**src/rtl/gsb_pkg.sv**
```systemverilog
package gsb_pkg;
  localparam int LANE_W = 8;
  localparam int SDA_BIT = 0;
  localparam int SCL_BIT = 1;

  typedef enum logic [1:0] {
    LANE_IN   = 2'd0,
    LANE_OUT  = 2'd1,
    LANE_DIR  = 2'd2,
    LANE_NONE = 2'd3
  } lane_e;
endpackage

```
**src/rtl/gsb_sync.sv**
```systemverilog
module gsb_sync #(
  parameter int          W       = 1,
  parameter int          STAGES  = 2,
  parameter logic [W-1:0] RST_VAL = '0
) (
  input  logic         clk,
  input  logic         rst,
  input  logic [W-1:0] d,
  output logic [W-1:0] q
);
  logic [W-1:0] chain [STAGES];

  for (genvar s = 0; s < STAGES; s++) begin : g_stage
    if (s == 0) begin : g_first
      always_ff @(posedge clk) begin
        if (rst) chain[0] <= RST_VAL;
        else     chain[0] <= d;
      end
    end else begin : g_next
      always_ff @(posedge clk) begin
        if (rst) chain[s] <= RST_VAL;
        else     chain[s] <= chain[s-1];
      end
    end
  end

  assign q = chain[STAGES-1];
endmodule

```
**src/rtl/gsb_regs.sv**
```systemverilog
module gsb_regs
  import gsb_pkg::*;
#(
  parameter int DW     = LANE_W,
  parameter int SETTLE = 3
) (
  input  logic          clk,
  input  logic          rst,
  input  logic          wr,
  input  logic          rd,
  input  logic [1:0]    addr,
  input  logic [DW-1:0] wdata,
  input  logic [DW-1:1] gp_sync,
  input  logic          sda_sync,
  input  logic          scl_sync,
  output logic [DW-1:0] in_q,
  output logic [DW-1:0] out_q,
  output logic [DW-1:0] dir_q,
  output logic [DW-1:0] rdata
);
  localparam int CW = $clog2(SETTLE + 1);

  logic          pend;
  logic [CW-1:0] cnt;
  logic [DW-1:0] cur_byte;
  logic [DW-1:0] rd_mux;
  logic          hit_out, hit_dir, accept, capture, bus_bit;

  // byte currently stored at the addressed lane
  always_comb begin
    unique case (lane_e'(addr))
      LANE_IN:   cur_byte = in_q;
      LANE_OUT:  cur_byte = out_q;
      LANE_DIR:  cur_byte = dir_q;
      default:   cur_byte = '0;
    endcase
  end

  assign rd_mux  = cur_byte;
  assign hit_out = wr && (lane_e'(addr) == LANE_OUT);
  assign hit_dir = wr && (lane_e'(addr) == LANE_DIR);
  assign accept  = (hit_out || hit_dir) && (wdata != cur_byte);
  assign capture = pend && (cnt == '0) && !accept;
  assign bus_bit = dir_q[SCL_BIT] ? scl_sync : sda_sync;

  always_ff @(posedge clk) begin
    if (rst) begin
      out_q <= '0;
      dir_q <= '0;
      in_q  <= '0;
      pend  <= 1'b0;
      cnt   <= '0;
      rdata <= '0;
    end else begin
      if (accept && hit_out) out_q <= wdata;
      if (accept && hit_dir) dir_q <= wdata;

      if (accept) begin
        pend <= 1'b1;
        cnt  <= CW'(SETTLE);
      end else if (capture) begin
        pend <= 1'b0;
      end else if (pend) begin
        cnt <= cnt - CW'(1);
      end

      if (capture)   in_q <= {gp_sync, bus_bit};
      else if (!pend) in_q[DW-1:1] <= gp_sync;

      if (rd) rdata <= rd_mux;
    end
  end

  // read-only and empty lanes never start a refresh
  assert_ro_lane_R3: assert property (@(posedge clk) disable iff (rst)
    (wr && (addr == 2'd0 || addr == 2'd3) && !pend) |=> !pend);

  assert_ro_lane_state_R3: assert property (@(posedge clk) disable iff (rst)
    (wr && (addr == 2'd0 || addr == 2'd3)) |=> ($stable(out_q) && $stable(dir_q)));

  // equal data leaves the lane alone
  assert_equal_write_R4: assert property (@(posedge clk) disable iff (rst)
    (wr && addr == 2'd1 && wdata == out_q) |=> $stable(out_q));

  // a differing write opens a full-length window
  assert_window_open_R4: assert property (@(posedge clk) disable iff (rst)
    accept |=> (pend && cnt == CW'(SETTLE)));

  // input lane frozen while the window counts down
  assert_window_hold_R8: assert property (@(posedge clk) disable iff (rst)
    (pend && cnt != '0) |=> $stable(in_q));

  // window closes right after capture
  assert_capture_close_R7: assert property (@(posedge clk) disable iff (rst)
    capture |=> (!pend && in_q[0] == $past(bus_bit)));
endmodule

```
**src/rtl/gsb_pads.sv**
```systemverilog
module gsb_pads
  import gsb_pkg::*;
#(
  parameter int DW = LANE_W
) (
  input  logic          clk,
  input  logic          rst,
  input  logic [DW-1:0] out_q,
  input  logic [DW-1:0] dir_q,
  output logic          sda_low,
  output logic          scl_low,
  output logic [DW-1:0] gp_out,
  output logic [DW-1:0] gp_oe
);
  localparam logic [DW-1:0] BUS_MASK = DW'((1 << SDA_BIT) | (1 << SCL_BIT));

  always_ff @(posedge clk) begin
    if (rst) begin
      sda_low <= 1'b0;
      scl_low <= 1'b0;
      gp_out  <= '0;
      gp_oe   <= '0;
    end else begin
      sda_low <= dir_q[SDA_BIT] & ~out_q[SDA_BIT];
      scl_low <= dir_q[SCL_BIT] & ~out_q[SCL_BIT];
      gp_out  <= out_q;
      gp_oe   <= dir_q & ~BUS_MASK;
    end
  end

  assert_sda_drive_R5: assert property (@(posedge clk) disable iff (rst)
    sda_low |-> ($past(dir_q[SDA_BIT]) && !$past(out_q[SDA_BIT])));

  assert_scl_release_R6: assert property (@(posedge clk) disable iff (rst)
    !$past(dir_q[SCL_BIT]) |-> !scl_low);

  assert_bus_oe_clear_R9: assert property (@(posedge clk) disable iff (rst)
    (gp_oe & BUS_MASK) == '0);
endmodule

```
**src/rtl/gpio_smbus_port.sv**
```systemverilog
module gpio_smbus_port
  import gsb_pkg::*;
#(
  parameter int DW          = LANE_W,
  parameter int SYNC_STAGES = 2
) (
  input  logic          clk,
  input  logic          rst,
  input  logic          acc_wr,
  input  logic          acc_rd,
  input  logic [1:0]    acc_addr,
  input  logic [DW-1:0] acc_wdata,
  output logic [DW-1:0] acc_rdata,
  input  logic [DW-1:1] gp_in,
  output logic [DW-1:0] gp_out,
  output logic [DW-1:0] gp_oe,
  output logic          sda_low_o,
  output logic          scl_low_o,
  input  logic          sda_line_i,
  input  logic          scl_line_i
);
  // pad register plus synchroniser depth before a line level is usable
  localparam int SETTLE = SYNC_STAGES + 1;

  logic [DW-1:1] gp_sync;
  logic [1:0]    bus_sync;
  logic [DW-1:0] in_q, out_q, dir_q;

  gsb_sync #(.W(DW-1), .STAGES(SYNC_STAGES), .RST_VAL('0)) u_gp_sync (
    .clk (clk),
    .rst (rst),
    .d   (gp_in),
    .q   (gp_sync)
  );

  gsb_sync #(.W(2), .STAGES(SYNC_STAGES), .RST_VAL(2'b11)) u_bus_sync (
    .clk (clk),
    .rst (rst),
    .d   ({scl_line_i, sda_line_i}),
    .q   (bus_sync)
  );

  gsb_regs #(.DW(DW), .SETTLE(SETTLE)) u_regs (
    .clk      (clk),
    .rst      (rst),
    .wr       (acc_wr),
    .rd       (acc_rd),
    .addr     (acc_addr),
    .wdata    (acc_wdata),
    .gp_sync  (gp_sync),
    .sda_sync (bus_sync[0]),
    .scl_sync (bus_sync[1]),
    .in_q     (in_q),
    .out_q    (out_q),
    .dir_q    (dir_q),
    .rdata    (acc_rdata)
  );

  gsb_pads #(.DW(DW)) u_pads (
    .clk     (clk),
    .rst     (rst),
    .out_q   (out_q),
    .dir_q   (dir_q),
    .sda_low (sda_low_o),
    .scl_low (scl_low_o),
    .gp_out  (gp_out),
    .gp_oe   (gp_oe)
  );

  assert_out_follow_R9: assert property (@(posedge clk) disable iff (rst)
    gp_out == $past(out_q));
endmodule

```
**config.mk**
```make
export PLATFORM = sky130hd
export DESIGN_NAME = gpio_smbus_port
export DESIGN_NICKNAME = d
export VERILOG_FILES = /design/src/rtl/gsb_pkg.sv /design/src/rtl/gsb_sync.sv /design/src/rtl/gsb_regs.sv /design/src/rtl/gsb_pads.sv /design/src/rtl/gpio_smbus_port.sv
export SDC_FILE = /design/constraint.sdc
export NUM_CORES = 1
export LEC_CHECK = 0
export BUFFER_PORTS_ARGS = -buffer_cell sky130_fd_sc_hd__buf_2
export CAP_MARGIN = 30
export CORE_MARGIN = 2
export CORE_UTILIZATION = 55
export DETAILED_ROUTE_END_ITERATION = 8
export PLACE_DENSITY = 0.8
export SYNTH_ARGS = -nofsm -noshare
export SYNTH_HDL_FRONTEND = slang
export SYNTH_SLANG_ARGS = --single-unit
```
**constraint.sdc**
```tcl
create_clock -name clk -period 2.5 [get_ports clk]
set_clock_uncertainty 0.05 [all_clocks]
set_input_delay 0.125 -clock clk [delete_from_list [all_inputs] [get_ports clk]]
set_output_delay 0.125 -clock clk [all_outputs]
set_load 0.02 [all_outputs]
```
==> summary.md <==
| Metric | Value |
|---|---|
| First-pass GRT wire length | 9.72 mm |
| Reg2reg path depth | 6 |
| Power per cell area | 642 nW/µm² |
| Setup Slack @ Placement | around 0.096 ns |
| Final Non-Filler Cells | roughly 440 |
| F_max | 460 MHz |
| Drt via density | 5.29 |
| Core area | 5110 µm² |
| Initial antenna violation count | 0 |
| Crit path kind | register to register |
| Die height | 76.6 µm |
| Setup ws final | 0.327 ns |
| WP data arrival | about 2.4 ns |
| Final TNS setup | 0 ns |
| Top_reg_cell synth | dfxtp_1 |
| Share of layout cells above drive strength 1 | 22.5% |
| RSZ-0062 raised after global routing | false |
| Period Utilization, post-route | between 80% and 90% |
| #FFs+latches synth | between 60 and 70 |
| Commonest non-fill, non-tap cell in the layout | dfxtp_1 |
| Routed Antenna Nets | 0 |
| Avg WL per Cell | 13.3 µm |
| Grt total ovfl | 0 |
| MaxCap Viol Count | 0 |
| Combinational share of power | 11.3% |
| Worst Hold Class | input pin to register |
| Hold Crit Depth | 3 |
| Post-synthesis sequential area ratio | 47.6% |
| Iteration-0 DRC Markers | 192 |
| Sw Share | 24.7% |
| WL final | 5.76 mm |
| Slew at the pin with the worst max-slew slack | 0.668 ns |
| Commonest cells after routing, fill and taps aside | dfxtp_1 (69), buf_2 (46), nor2b_1 (40) |
| Final HPWL DP | 3.87 mm |
| Vias after detailed routing | 2303 |
| Starting Density | a little under three fifths |
| Final setup violating endpoints | 0 |
| CTS tree | yes |
| Outcome | completed |
| Asr flop ratio synth | 0% |
| Clk sinks | 69 |
| Sequential fraction of design power | 53.1% |
| Required @ worst endpoint | 2.69 ns |
| CP endpoint kind | register |
| Clk slew on worst S/H paths | approximately 0.070 ns |
| Placed cell count | 412 |
| DRC viols | 0 |
| Post-synth cell types | 39 |
| Clock root buffer | clkbuf_8 |
| Area added between synthesis and finish | 17.6% |
| I/O pin total | 49 |
| DR pass1 iterations | 4 |
| Ant diodes | 0 |
| Yosys Warn Count | 0 |
| Gr usage total | a little over a fifth |
| Fin nets | just under 400 |
| Tot Pwr | 2.19 mW |
| Net switching power | between 0.5 and 0.6 mW |
| Total die area | just under 6000 µm² |
| Worst VDD drop | approximately 0.00037 V |
| Number of buffers created by CTS | 9 |
| Worst skew pair latency | 0.35 ns |
| Slew Limit Fails | 0 |
| # resized after CTS | 0 |
| CTS H-Tree Depth | 3 |
| CTS max path bufs | 2 |
| Syn Std Cell Area | 2900 µm² |
| Row count | 26 |
| Post-route minimum period | approximately 2.2 ns |
| Filler cells | 429 |
| Hold_ws | 0.0191 ns |
| Max FO, Critical Path | 4 |
| Clock power share | between 30% and 40% |
| Final Hold Vio Count | 0 |
| Die span in x | between 70 and 80 µm |
| Avg Synthesized Cell Area | 9.39 µm² |
| Pleak | ~1.4 nW |
| Post-Syn Instances | 309 |
| Worst setup SP type | register |
| Routability cong. | 0.869 |
| Relative slew margins | 55.3% |
| Vias in the first global route | 2110 |
| P_int | 1.65 mW |
| Largest net degree at the start of global routing | 30 |
| Port buffer count | 46 |
| Post-synth EDFFs | 0 |
## metrics by stage
stage,cell area (µm²),utilization (%)
floorplan,2910,-
global placement,3160,61.8
detailed placement,3160,61.8
CTS,3410,66.8
finish,3410,66.8
global route,3410,66.8
## logic make-up (layout without fill, tap and decap cells)
family / Yosys count / after routing / synth area share [%]
AND/OR/NAND/NOR: 126 / 126 / 23.9
flip-flops: 69 / 69 / 47.6
AO/OA/AOI/OAI: 68 / 68 / 16.3
buffers and inverters: 26 / 81 / 5.00
multiplexers: 17 / 17 / 6.34
adder cells (fa/ha/maj): 1 / 1 / 0.431
other: 1 / 2 / 0.129
XOR/XNOR: 1 / 1 / 0.302
## cell type report
class	instances	area (µm²)	area share [%]
clock buffer	12	155	4.55
clock inverter	2	10.0	0.293
timing repair buffer	64	388	11.4
multi-input combinational	215	1380	40.4
sequential	69	1380	40.5
tap	70	87.6	2.57
inverter	3	11.3	0.330
## synthesized netlist by cell type, types with 3 or more instances
library cell	instances	area, µm²
a32o_1	4	40.0
a311oi_1	4	35.0
a21oi_1	23	115
a211oi_1	4	30.0
a221oi_1	4	35.0
o21ai_1	5	25.0
buf_1	3	11.3
buf_4	4	30.0
buf_6	4	45.0
clkbuf_1	10	37.5
nand3_1	17	85.1
nand4b_1	4	35.0
nand2b_1	24	150
o21ai_0	12	60.1
nor2_1	17	63.8
nor2b_1	40	250
dfxtp_1	69	1380
mux2i_1	12	120
nand2_1	17	63.8
or2_2	4	25.0
## power by group through the flow
stage	clock, mW	combinational, mW	sequential (mW)
6_report	0.780	0.247	1.16
3_5_place_dp	0	0.234	1.19
4_1_cts	0.795	0.246	1.16
5_1_grt	0.840	0.271	1.17
3_3_place_gp	0	0.228	1.19
2_1_floorplan	0	0.160	1.20
## what timing repair did
| action | 4_1_cts | 5_1_grt |
|---|---|---|
| hold endpoints to repair | 9 | 0 |
| setup endpoints to repair | 0 | 0 |
| setup buffers | 0 | 0 |
| hold buffers | 9 | 0 |
## sequential cells by signal, summed over array words and instances (netlist names)
| signal | flops |
|---|---|
| u_regs.cnt | 2 |
| u_bus_sync.chain | 4 |
| u_regs.dir_q | 8 |
| u_pads.scl_low | 1 |
| u_regs.rdata | 8 |
| u_regs.in_q | 8 |
| u_pads.gp_out | 8 |
| u_gp_sync.chain | 14 |
| u_regs.out_q | 8 |
| u_regs.pend | 1 |
| u_pads.sda_low | 1 |
| u_pads.gp_oe | 6 |
## layer usage
layer | wire [µm] | global-route usage [%] | up-vias
met5 | 0 | 0 | -
met4 | 190 | 12.7 | 0
met3 | 269 | 4.98 | 16
met2 | 2670 | 33.7 | 68
met1 | 2640 | 25.4 | 1051
li1 | - | - | 1168
## final timing paths
| check | start | end | slack [ns] |
|---|---|---|---|
| hold / removal | acc_wdata[6] | u_regs.dir_q[6] | 0.02 |
| hold reg to reg | u_bus_sync.chain[0][1] | u_bus_sync.chain[1][1] | 0.36 |
| setup / recovery | u_regs.dir_q[5] | u_regs.in_q[0] | 0.33 |
| setup reg to reg | u_regs.dir_q[5] | u_regs.in_q[0] | 0.33 |
## worst max-delay path: stages (launching register included)
cell and delay [ns]:
dfxtp_1 0.34, nor2b_1 0.16, o221a_2 0.30, a22o_1 0.26
o41a_1 0.47, a21oi_2 0.15, mux2_1 0.33
No activity file was read; power rests on OpenSTA's default activity.
